## src/rtl/dma2d_pkg.sv

```systemverilog
package dma2d_pkg;

  localparam int REG_DW = 32;
  localparam int IDX_W  = 3;

  // register indices
  localparam logic [IDX_W-1:0] RG_BASE     = 3'd0;
  localparam logic [IDX_W-1:0] RG_LINE_LEN = 3'd1;
  localparam logic [IDX_W-1:0] RG_LINE_CNT = 3'd2;
  localparam logic [IDX_W-1:0] RG_STRIDE   = 3'd3;
  localparam logic [IDX_W-1:0] RG_CTRL     = 3'd4;
  localparam logic [IDX_W-1:0] RG_LOOP     = 3'd5;
  localparam logic [IDX_W-1:0] RG_STATUS   = 3'd6;
  localparam logic [IDX_W-1:0] RG_POS      = 3'd7;   // read: position, write: abort

  // control bits
  localparam int CTRL_GO_BIT    = 0;
  localparam int CTRL_BURST_BIT = 4;
  localparam int CTRL_DIR_BIT   = 5;

  // loop enable pair
  localparam int LOOP_EN_LO = 0;
  localparam int LOOP_EN_HI = 16;

  // status bits
  localparam int ST_DONE   = 0;
  localparam int ST_HALF_A = 1;
  localparam int ST_HALF_B = 2;
  localparam int ST_NUM    = 3;

endpackage

```

## src/rtl/dma2d_regs.sv

```systemverilog
module dma2d_regs
  import dma2d_pkg::*;
#(
  parameter int ADDR_W = 32,
  parameter int LEN_W  = 16
) (
  input  logic                  clk,
  input  logic                  rst_n,
  input  logic                  wr_en,
  input  logic [IDX_W-1:0]      wr_idx,
  input  logic [REG_DW-1:0]     wr_data,
  input  logic [IDX_W-1:0]      rd_idx,
  output logic [REG_DW-1:0]     rd_data,
  input  logic [ST_NUM-1:0]     status,
  input  logic [ADDR_W-1:0]     cur_addr,
  output logic [ADDR_W-1:0]     base_q,
  output logic [LEN_W-1:0]      xlen_q,
  output logic [LEN_W-1:0]      ylen_q,
  output logic [LEN_W-1:0]      stride_q,
  output logic                  burst_q,
  output logic                  dir_q,
  output logic                  loop_ok,
  output logic                  start_pulse,
  output logic                  abort_pulse,
  output logic [ST_NUM-1:0]     clr_mask
);

  logic loop_lo_q, loop_hi_q;

  always_ff @(posedge clk) begin
    if (!rst_n) begin
      base_q    <= '0;
      xlen_q    <= '0;
      ylen_q    <= '0;
      stride_q  <= '0;
      burst_q   <= 1'b0;
      dir_q     <= 1'b0;
      loop_lo_q <= 1'b0;
      loop_hi_q <= 1'b0;
    end else if (wr_en) begin
      case (wr_idx)
        RG_BASE:     base_q   <= wr_data[ADDR_W-1:0];
        RG_LINE_LEN: xlen_q   <= wr_data[LEN_W-1:0];
        RG_LINE_CNT: ylen_q   <= wr_data[LEN_W-1:0];
        RG_STRIDE:   stride_q <= wr_data[LEN_W-1:0];
        RG_CTRL: begin
          burst_q <= wr_data[CTRL_BURST_BIT];
          dir_q   <= wr_data[CTRL_DIR_BIT];
        end
        RG_LOOP: begin
          loop_lo_q <= wr_data[LOOP_EN_LO];
          loop_hi_q <= wr_data[LOOP_EN_HI];
        end
        default: ;
      endcase
    end
  end

  // both enables are needed for circular operation
  assign loop_ok     = loop_lo_q & loop_hi_q;
  assign start_pulse = wr_en && (wr_idx == RG_CTRL) && wr_data[CTRL_GO_BIT];
  assign abort_pulse = wr_en && (wr_idx == RG_POS) && wr_data[0];
  assign clr_mask    = (wr_en && (wr_idx == RG_STATUS)) ? wr_data[ST_NUM-1:0] : '0;

  always_comb begin
    rd_data = '0;
    case (rd_idx)
      RG_BASE:     rd_data[ADDR_W-1:0] = base_q;
      RG_LINE_LEN: rd_data[LEN_W-1:0]  = xlen_q;
      RG_LINE_CNT: rd_data[LEN_W-1:0]  = ylen_q;
      RG_STRIDE:   rd_data[LEN_W-1:0]  = stride_q;
      RG_CTRL: begin
        rd_data[CTRL_BURST_BIT] = burst_q;
        rd_data[CTRL_DIR_BIT]   = dir_q;
      end
      RG_LOOP: begin
        rd_data[LOOP_EN_LO] = loop_lo_q;
        rd_data[LOOP_EN_HI] = loop_hi_q;
      end
      RG_STATUS:   rd_data[ST_NUM-1:0] = status;
      RG_POS:      rd_data[ADDR_W-1:0] = cur_addr;
      default:     rd_data = '0;
    endcase
  end

endmodule

```

## src/rtl/dma2d_walker.sv

```systemverilog
module dma2d_walker #(
  parameter int ADDR_W = 32,
  parameter int LEN_W  = 16
) (
  input  logic              clk,
  input  logic              rst_n,
  input  logic              start,
  input  logic              abort,
  input  logic [ADDR_W-1:0] base,
  input  logic [LEN_W-1:0]  xlen,
  input  logic [LEN_W-1:0]  ylen,
  input  logic [LEN_W-1:0]  stride,
  input  logic              loop_ok,
  input  logic              ack,
  output logic              busy,
  output logic              req,
  output logic [ADDR_W-1:0] cur_addr,
  output logic              loop_mode,
  output logic              beat,
  output logic              line_end,
  output logic              done_evt,
  output logic              half_a_evt,
  output logic              half_b_evt
);

  localparam int OFF_W = 2 * LEN_W + 1;

  // words in the circular area: stride * lines
  function automatic logic [OFF_W-1:0] region_words(input logic [LEN_W-1:0] st,
                                                    input logic [LEN_W-1:0] yl);
    return OFF_W'(st) * (OFF_W'(yl) + OFF_W'(1));
  endfunction

  // words in the first half: stride * floor(lines/2)
  function automatic logic [OFF_W-1:0] half_words(input logic [LEN_W-1:0] st,
                                                  input logic [LEN_W-1:0] yl);
    return OFF_W'(st) * ((OFF_W'(yl) + OFF_W'(1)) >> 1);
  endfunction

  logic [ADDR_W-1:0] cfg_base;
  logic [ADDR_W-1:0] line_base;
  logic [LEN_W-1:0]  cfg_xlen;
  logic [LEN_W-1:0]  cfg_ylen;
  logic [ADDR_W-1:0] cfg_step;
  logic [LEN_W-1:0]  x_cnt;
  logic [LEN_W-1:0]  y_cnt;
  logic [OFF_W-1:0]  off_cnt;
  logic [OFF_W-1:0]  region_q;
  logic [OFF_W-1:0]  half_q;
  logic              loop_mode_q;
  logic              busy_q;
  logic [ADDR_W-1:0] addr_q;

  logic [OFF_W-1:0]  off_nxt;
  logic              last_line;
  logic              region_end;

  assign busy      = busy_q;
  assign cur_addr  = addr_q;
  assign loop_mode = loop_mode_q;

  assign req  = busy_q && (!loop_mode_q || loop_ok);
  assign beat = req && ack;

  assign off_nxt    = off_cnt + OFF_W'(1);
  assign line_end   = !loop_mode_q && (x_cnt == cfg_xlen - LEN_W'(1));
  assign last_line  = (y_cnt == cfg_ylen);
  assign region_end = loop_mode_q && (off_nxt == region_q);

  assign done_evt   = beat && line_end && last_line;
  assign half_a_evt = beat && loop_mode_q && (half_q != '0) && (off_nxt == half_q);
  assign half_b_evt = beat && region_end;

  always_ff @(posedge clk) begin
    if (!rst_n) begin
      busy_q      <= 1'b0;
      loop_mode_q <= 1'b0;
      addr_q      <= '0;
      cfg_base    <= '0;
      line_base   <= '0;
      cfg_xlen    <= '0;
      cfg_ylen    <= '0;
      cfg_step    <= '0;
      x_cnt       <= '0;
      y_cnt       <= '0;
      off_cnt     <= '0;
      region_q    <= '0;
      half_q      <= '0;
    end else if (abort) begin
      busy_q <= 1'b0;
    end else if (start && !busy_q) begin
      busy_q      <= 1'b1;
      loop_mode_q <= (xlen == '0);
      cfg_base    <= base;
      line_base   <= base;
      addr_q      <= base;
      cfg_xlen    <= xlen;
      cfg_ylen    <= ylen;
      cfg_step    <= ADDR_W'(stride);
      x_cnt       <= '0;
      y_cnt       <= '0;
      off_cnt     <= '0;
      region_q    <= region_words(stride, ylen);
      half_q      <= half_words(stride, ylen);
    end else if (beat) begin
      if (loop_mode_q) begin
        if (region_end) begin
          off_cnt <= '0;
          addr_q  <= cfg_base;
        end else begin
          off_cnt <= off_nxt;
          addr_q  <= addr_q + ADDR_W'(1);
        end
      end else if (line_end) begin
        if (last_line) begin
          busy_q <= 1'b0;
        end else begin
          y_cnt     <= y_cnt + LEN_W'(1);
          x_cnt     <= '0;
          line_base <= line_base + cfg_step;
          addr_q    <= line_base + cfg_step;
        end
      end else begin
        x_cnt  <= x_cnt + LEN_W'(1);
        addr_q <= addr_q + ADDR_W'(1);
      end
    end
  end

endmodule

```

## src/rtl/dma2d_irq.sv

```systemverilog
module dma2d_irq #(
  parameter int NUM_SRC = 3
) (
  input  logic               clk,
  input  logic               rst_n,
  input  logic [NUM_SRC-1:0] set_vec,
  input  logic [NUM_SRC-1:0] clr_vec,
  output logic [NUM_SRC-1:0] status,
  output logic               irq
);

  for (genvar i = 0; i < NUM_SRC; i++) begin : g_src
    logic pend_q;
    always_ff @(posedge clk) begin
      if (!rst_n)          pend_q <= 1'b0;
      else if (set_vec[i]) pend_q <= 1'b1;   // a new event beats a clear
      else if (clr_vec[i]) pend_q <= 1'b0;
    end
    assign status[i] = pend_q;
  end

  assign irq = |status;

endmodule

```

## src/rtl/dma2d_addr_gen.sv

```systemverilog
module dma2d_addr_gen
  import dma2d_pkg::*;
#(
  parameter int ADDR_W = 32,
  parameter int LEN_W  = 16
) (
  input  logic              clk,
  input  logic              rst_n,
  input  logic              reg_wr_en,
  input  logic [2:0]        reg_wr_idx,
  input  logic [31:0]       reg_wr_data,
  input  logic [2:0]        reg_rd_idx,
  output logic [31:0]       reg_rd_data,
  output logic              xfer_req,
  input  logic              xfer_ack,
  output logic [ADDR_W-1:0] xfer_addr,
  output logic              xfer_dir,
  output logic              xfer_burst,
  output logic              irq
);

  logic [ADDR_W-1:0] reg_base;
  logic [LEN_W-1:0]  reg_xlen;
  logic [LEN_W-1:0]  reg_ylen;
  logic [LEN_W-1:0]  reg_stride;
  logic              loop_ok;
  logic              start_pulse;
  logic              abort_pulse;
  logic [ST_NUM-1:0] clr_mask;
  logic [ST_NUM-1:0] irq_status;
  logic [ST_NUM-1:0] evt_vec;

  logic chan_busy;
  logic loop_mode;
  logic beat;
  logic line_end;
  logic done_evt;
  logic half_a_evt;
  logic half_b_evt;

  dma2d_regs #(.ADDR_W(ADDR_W), .LEN_W(LEN_W)) u_regs (
    .clk        (clk),
    .rst_n      (rst_n),
    .wr_en      (reg_wr_en),
    .wr_idx     (reg_wr_idx),
    .wr_data    (reg_wr_data),
    .rd_idx     (reg_rd_idx),
    .rd_data    (reg_rd_data),
    .status     (irq_status),
    .cur_addr   (xfer_addr),
    .base_q     (reg_base),
    .xlen_q     (reg_xlen),
    .ylen_q     (reg_ylen),
    .stride_q   (reg_stride),
    .burst_q    (xfer_burst),
    .dir_q      (xfer_dir),
    .loop_ok    (loop_ok),
    .start_pulse(start_pulse),
    .abort_pulse(abort_pulse),
    .clr_mask   (clr_mask)
  );

  dma2d_walker #(.ADDR_W(ADDR_W), .LEN_W(LEN_W)) u_walker (
    .clk       (clk),
    .rst_n     (rst_n),
    .start     (start_pulse),
    .abort     (abort_pulse),
    .base      (reg_base),
    .xlen      (reg_xlen),
    .ylen      (reg_ylen),
    .stride    (reg_stride),
    .loop_ok   (loop_ok),
    .ack       (xfer_ack),
    .busy      (chan_busy),
    .req       (xfer_req),
    .cur_addr  (xfer_addr),
    .loop_mode (loop_mode),
    .beat      (beat),
    .line_end  (line_end),
    .done_evt  (done_evt),
    .half_a_evt(half_a_evt),
    .half_b_evt(half_b_evt)
  );

  always_comb begin
    evt_vec            = '0;
    evt_vec[ST_DONE]   = done_evt;
    evt_vec[ST_HALF_A] = half_a_evt;
    evt_vec[ST_HALF_B] = half_b_evt;
  end

  dma2d_irq #(.NUM_SRC(ST_NUM)) u_irq (
    .clk    (clk),
    .rst_n  (rst_n),
    .set_vec(evt_vec),
    .clr_vec(clr_mask),
    .status (irq_status),
    .irq    (irq)
  );

endmodule

```

## config.mk

```make
export PLATFORM = sky130hd
export DESIGN_NAME = dma2d_addr_gen
export DESIGN_NICKNAME = d
export VERILOG_FILES = /design/src/rtl/dma2d_pkg.sv /design/src/rtl/dma2d_regs.sv /design/src/rtl/dma2d_walker.sv /design/src/rtl/dma2d_irq.sv /design/src/rtl/dma2d_addr_gen.sv
export SDC_FILE = /design/constraint.sdc
export NUM_CORES = 2
export LEC_CHECK = 0
export ABC_AREA = 1
export BUFFER_PORTS_ARGS = -buffer_cell sky130_fd_sc_hd__buf_4
export CORE_MARGIN = 2
export CORE_UTILIZATION = 40
export DETAILED_ROUTE_END_ITERATION = 10
export GPL_ROUTABILITY_DRIVEN = 0
export RECOVER_POWER = 50
export SETUP_SLACK_MARGIN = 0.2
export SLEW_MARGIN = 20
export SYNTH_ARGS = -nofsm -noshare
export SYNTH_HDL_FRONTEND = slang
export SYNTH_SLANG_ARGS = --single-unit
```

## constraint.sdc

```tcl
create_clock -name clk -period 9.9 [get_ports clk]
set_input_delay 1.485 -clock clk [delete_from_list [all_inputs] [get_ports clk]]
set_output_delay 1.485 -clock clk [all_outputs]
set_load 0.02 [all_outputs]
```

==> out/results.ini <==
[outcome]
outcome=complete, but fails checks
violations=capacitance limit, slew limit

[yosys]
async_flop_share_pct=0
synth_seq_cells=364
synth.net_count=5219
netlist_area_sq_um=32800
synth_warnings=0
yosysTopAreaCellShare_pct=22.2
synth_edf_count=0
ys_seq_area_share_pct=22.2
ys_types=53
yosysTopAreaCell=dfxtp_1
netlist_instances=4732
synth_area_leaders=dfxtp_1 22%, fa_1 15%, nand2_1 11%, inv_1 9.3%, ha_1 7.4%
yosys_most_used_dff=dfxtp_1
avgSynthCellArea_sq_um=6.93

[detailed_routing]
drc_errors=0
vias=31962
routed_wl_microns=118000
drt_pass1_iterations=6
ant_nets=0
avgRoutedWirePerCell_microns=20.1
viasPerCell=5.47
drtIter0Drc=3642

[cts]
clock_path_buffers=3
cts_setup_buffers=0
cts_made_buffers=43
clk_latency_ns=0.61
clock-sinks=364
ctsResizeCount=0
cts_tree=built
clkTransAtPathRegs_ns=0.06
cts_max_level=2
cts_hold_buf=0
root_buffer=clkbuf_16

[cells_and_area]
finalNonFillerCells=5842
fillCellCount=8540
antenna_cells=0
layout-drive-gt1-share_pct=4.74
fin_util_pct=43.8
final_cell_mix=965 x nand2_1, 810 x inv_1, 449 x nor2_1
finalInstanceArea_sq_um=35700
mostFrequentLayoutCell=nand2_1
area_growth_pct=8.95
fin_nets=5229

[worst_setup_path]
rrSetupSlack_ns=1.10
start_kind=input port
cp_max_fo=58
endpoint_kind=flop
critPathArrivalTime_ns=9.73
startpoint=rst_n
crit_type=in2reg
ff2ff_path_depth=32
r2r-end=u_walker.region_q[29]
worstPathRequired_ns=10.36
r2r_start=u_regs.ylen_q[0]

[power_and_ir_drop]
powerDensity_nw_per_um2=98.0
vdd_drop_max_mv=0.109
p_leak_uw=0.0163

[sta]
min_period_ns=9.27
worst_slew_pin_slew_ns=3.19
slew_headroom_pct=-113
drv_slew=420
fin_skew_ns=0.0351
fmax_mhz=108
fin_tns_setup_ns=0
finalCritPeriodShare_pct=93.7
fin_ws_ns=0.629
rsz0062_at_grt=no
setup_violations=0
hold_viol_final=0

[global_routing]
grt_pass1_vias=29943
grt_pass1_wl_microns=178000
overflow=0
antenna_found_initial=1
grt_max_degree=77
grtUsageTotal_pct=27.1

[die]
core_sq_um=81600
rows=105
ios=110
fp.dieArea_sq_um=84300
die_height_microns=290
start_util_pct=40.2
die_x_microns=290

[place]
place_area_sq_um=34500
io_buffer_count=109
placedCellCount=5767
dp_hpwl_microns=88900
pre_cts_ws_ns=1.36

[job]
maxCapViolCount=8

[min_path]
hp-class=reg2reg
whs_path_depth=2
hp-start=u_walker.cfg_base[6]
hold_end=u_walker.cfg_base[6]

==> worst max-delay path by stage <==
stage,end,slack (ns),cells past startpoint
floorplan,u_walker.half_q[32],2.90,33
global placement,u_walker.half_q[25],1.52,35
detailed placement,u_walker.half_q[29],1.36,35
CTS,u_walker.half_q[29],1.32,35
global route,u_walker.half_q[1],0.32,8
finish,u_walker.region_q[0],0.63,8
==> cell usage after synthesis, drive strengths merged, types with 2 or more instances <==
master / count
a211oi: 14
a21boi: 2
a21o: 10
a21oi: 351
a221oi: 2
a22o: 4
a22oi: 14
a31o: 2
a31oi: 15
and2: 2
and3: 2
buf: 32
clkbuf: 146
clkinv: 14
dfxtp: 364
fa: 252
ha: 193
inv: 820
nand2: 971
nand3: 207
nand3b: 20
nand4: 82
nor2: 471
nor3: 81
nor3b: 2
nor4: 35
o2111ai: 12
o211ai: 22
o21a: 2
o21ai: 305
o21bai: 9
o221ai: 5
o22ai: 72
or2: 14
xnor2: 63
xor2: 115
==> worst max-delay path: stages <==
cell      delay [ns]
clkbuf_1        1.60
inv_1           1.25
clkbuf_1        1.36
nor2_4          0.37
clkbuf_1        1.66
inv_1           0.41
clkbuf_2        1.01
o22ai_1         0.51
==> area by class of cell <==
cell class                      count  area [sq um]  area share, %
Multi-Input combinational cell   3356         21700           60.7
Sequential cell                   364          7290           20.4
Inverter                          834          3130           8.76
Tap cell                         1070          1340           3.74
Clock buffer                       62          1230           3.43
Timing Repair Buffer              143           913           2.55
Clock inverter                     13           161          0.451
==> kinds of logic after synthesis <==
family / after synthesis / share of synthesized area [%]
xor gates and xnor gates: 179 / 4.82
adders and majority gates: 445 / 22.7
and+or+nand+nor: 1888 / 24.4
DFF: 364 / 22.2
buffers and inverters: 1012 / 11.8
AOI/OAI and AO/OA: 844 / 14.1
==> metal layers <==
metal	global-route usage [%]	up-vias	routed length, microns
met2	42.1	1401	51500
met3	4.43	252	10300
li1	-	15107	-
met1	37.9	15202	51200
met4	9.98	0	4700
met5	0	-	0
==> power by group <==
part / switching, uW / internal [uW] / leakage [uW]
clock: 697 / 917 / 0.000679
combinational: 261 / 103 / 0.0127
sequential: 38.6 / 1490 / 0.00294
total: 996 / 2510 / 0.0163
==> registers in the layout (all words and copies together), names as in the netlist, 3 cells and up <==
| name | cells |
|---|---|
| u_walker.half_q | 33 |
| u_walker.off_cnt | 33 |
| u_walker.region_q | 33 |
| u_regs.base_q | 32 |
| u_walker.cfg_base | 32 |
| u_walker.cur_addr | 32 |
| u_walker.line_base | 32 |
| u_regs.stride_q | 16 |
| u_regs.xlen_q | 16 |
| u_regs.ylen_q | 16 |
| u_walker.cfg_step | 16 |
| u_walker.cfg_xlen | 16 |
| u_walker.cfg_ylen | 16 |
| u_walker.x_cnt | 16 |
| u_walker.y_cnt | 16 |
| u_irq.g_src.pend_q | 3 |
==> stage by stage <==
step / hold slack (ns) / total power (uW)
after floorplan: 0.425 / 1760
after global placement: 0.453 / 1910
after detailed placement: 0.464 / 1920
after CTS: 0.473 / 3520
after global routing: 0.491 / 3610
final: 0.473 / 3500
No activity file was read; power rests on OpenSTA's default activity.
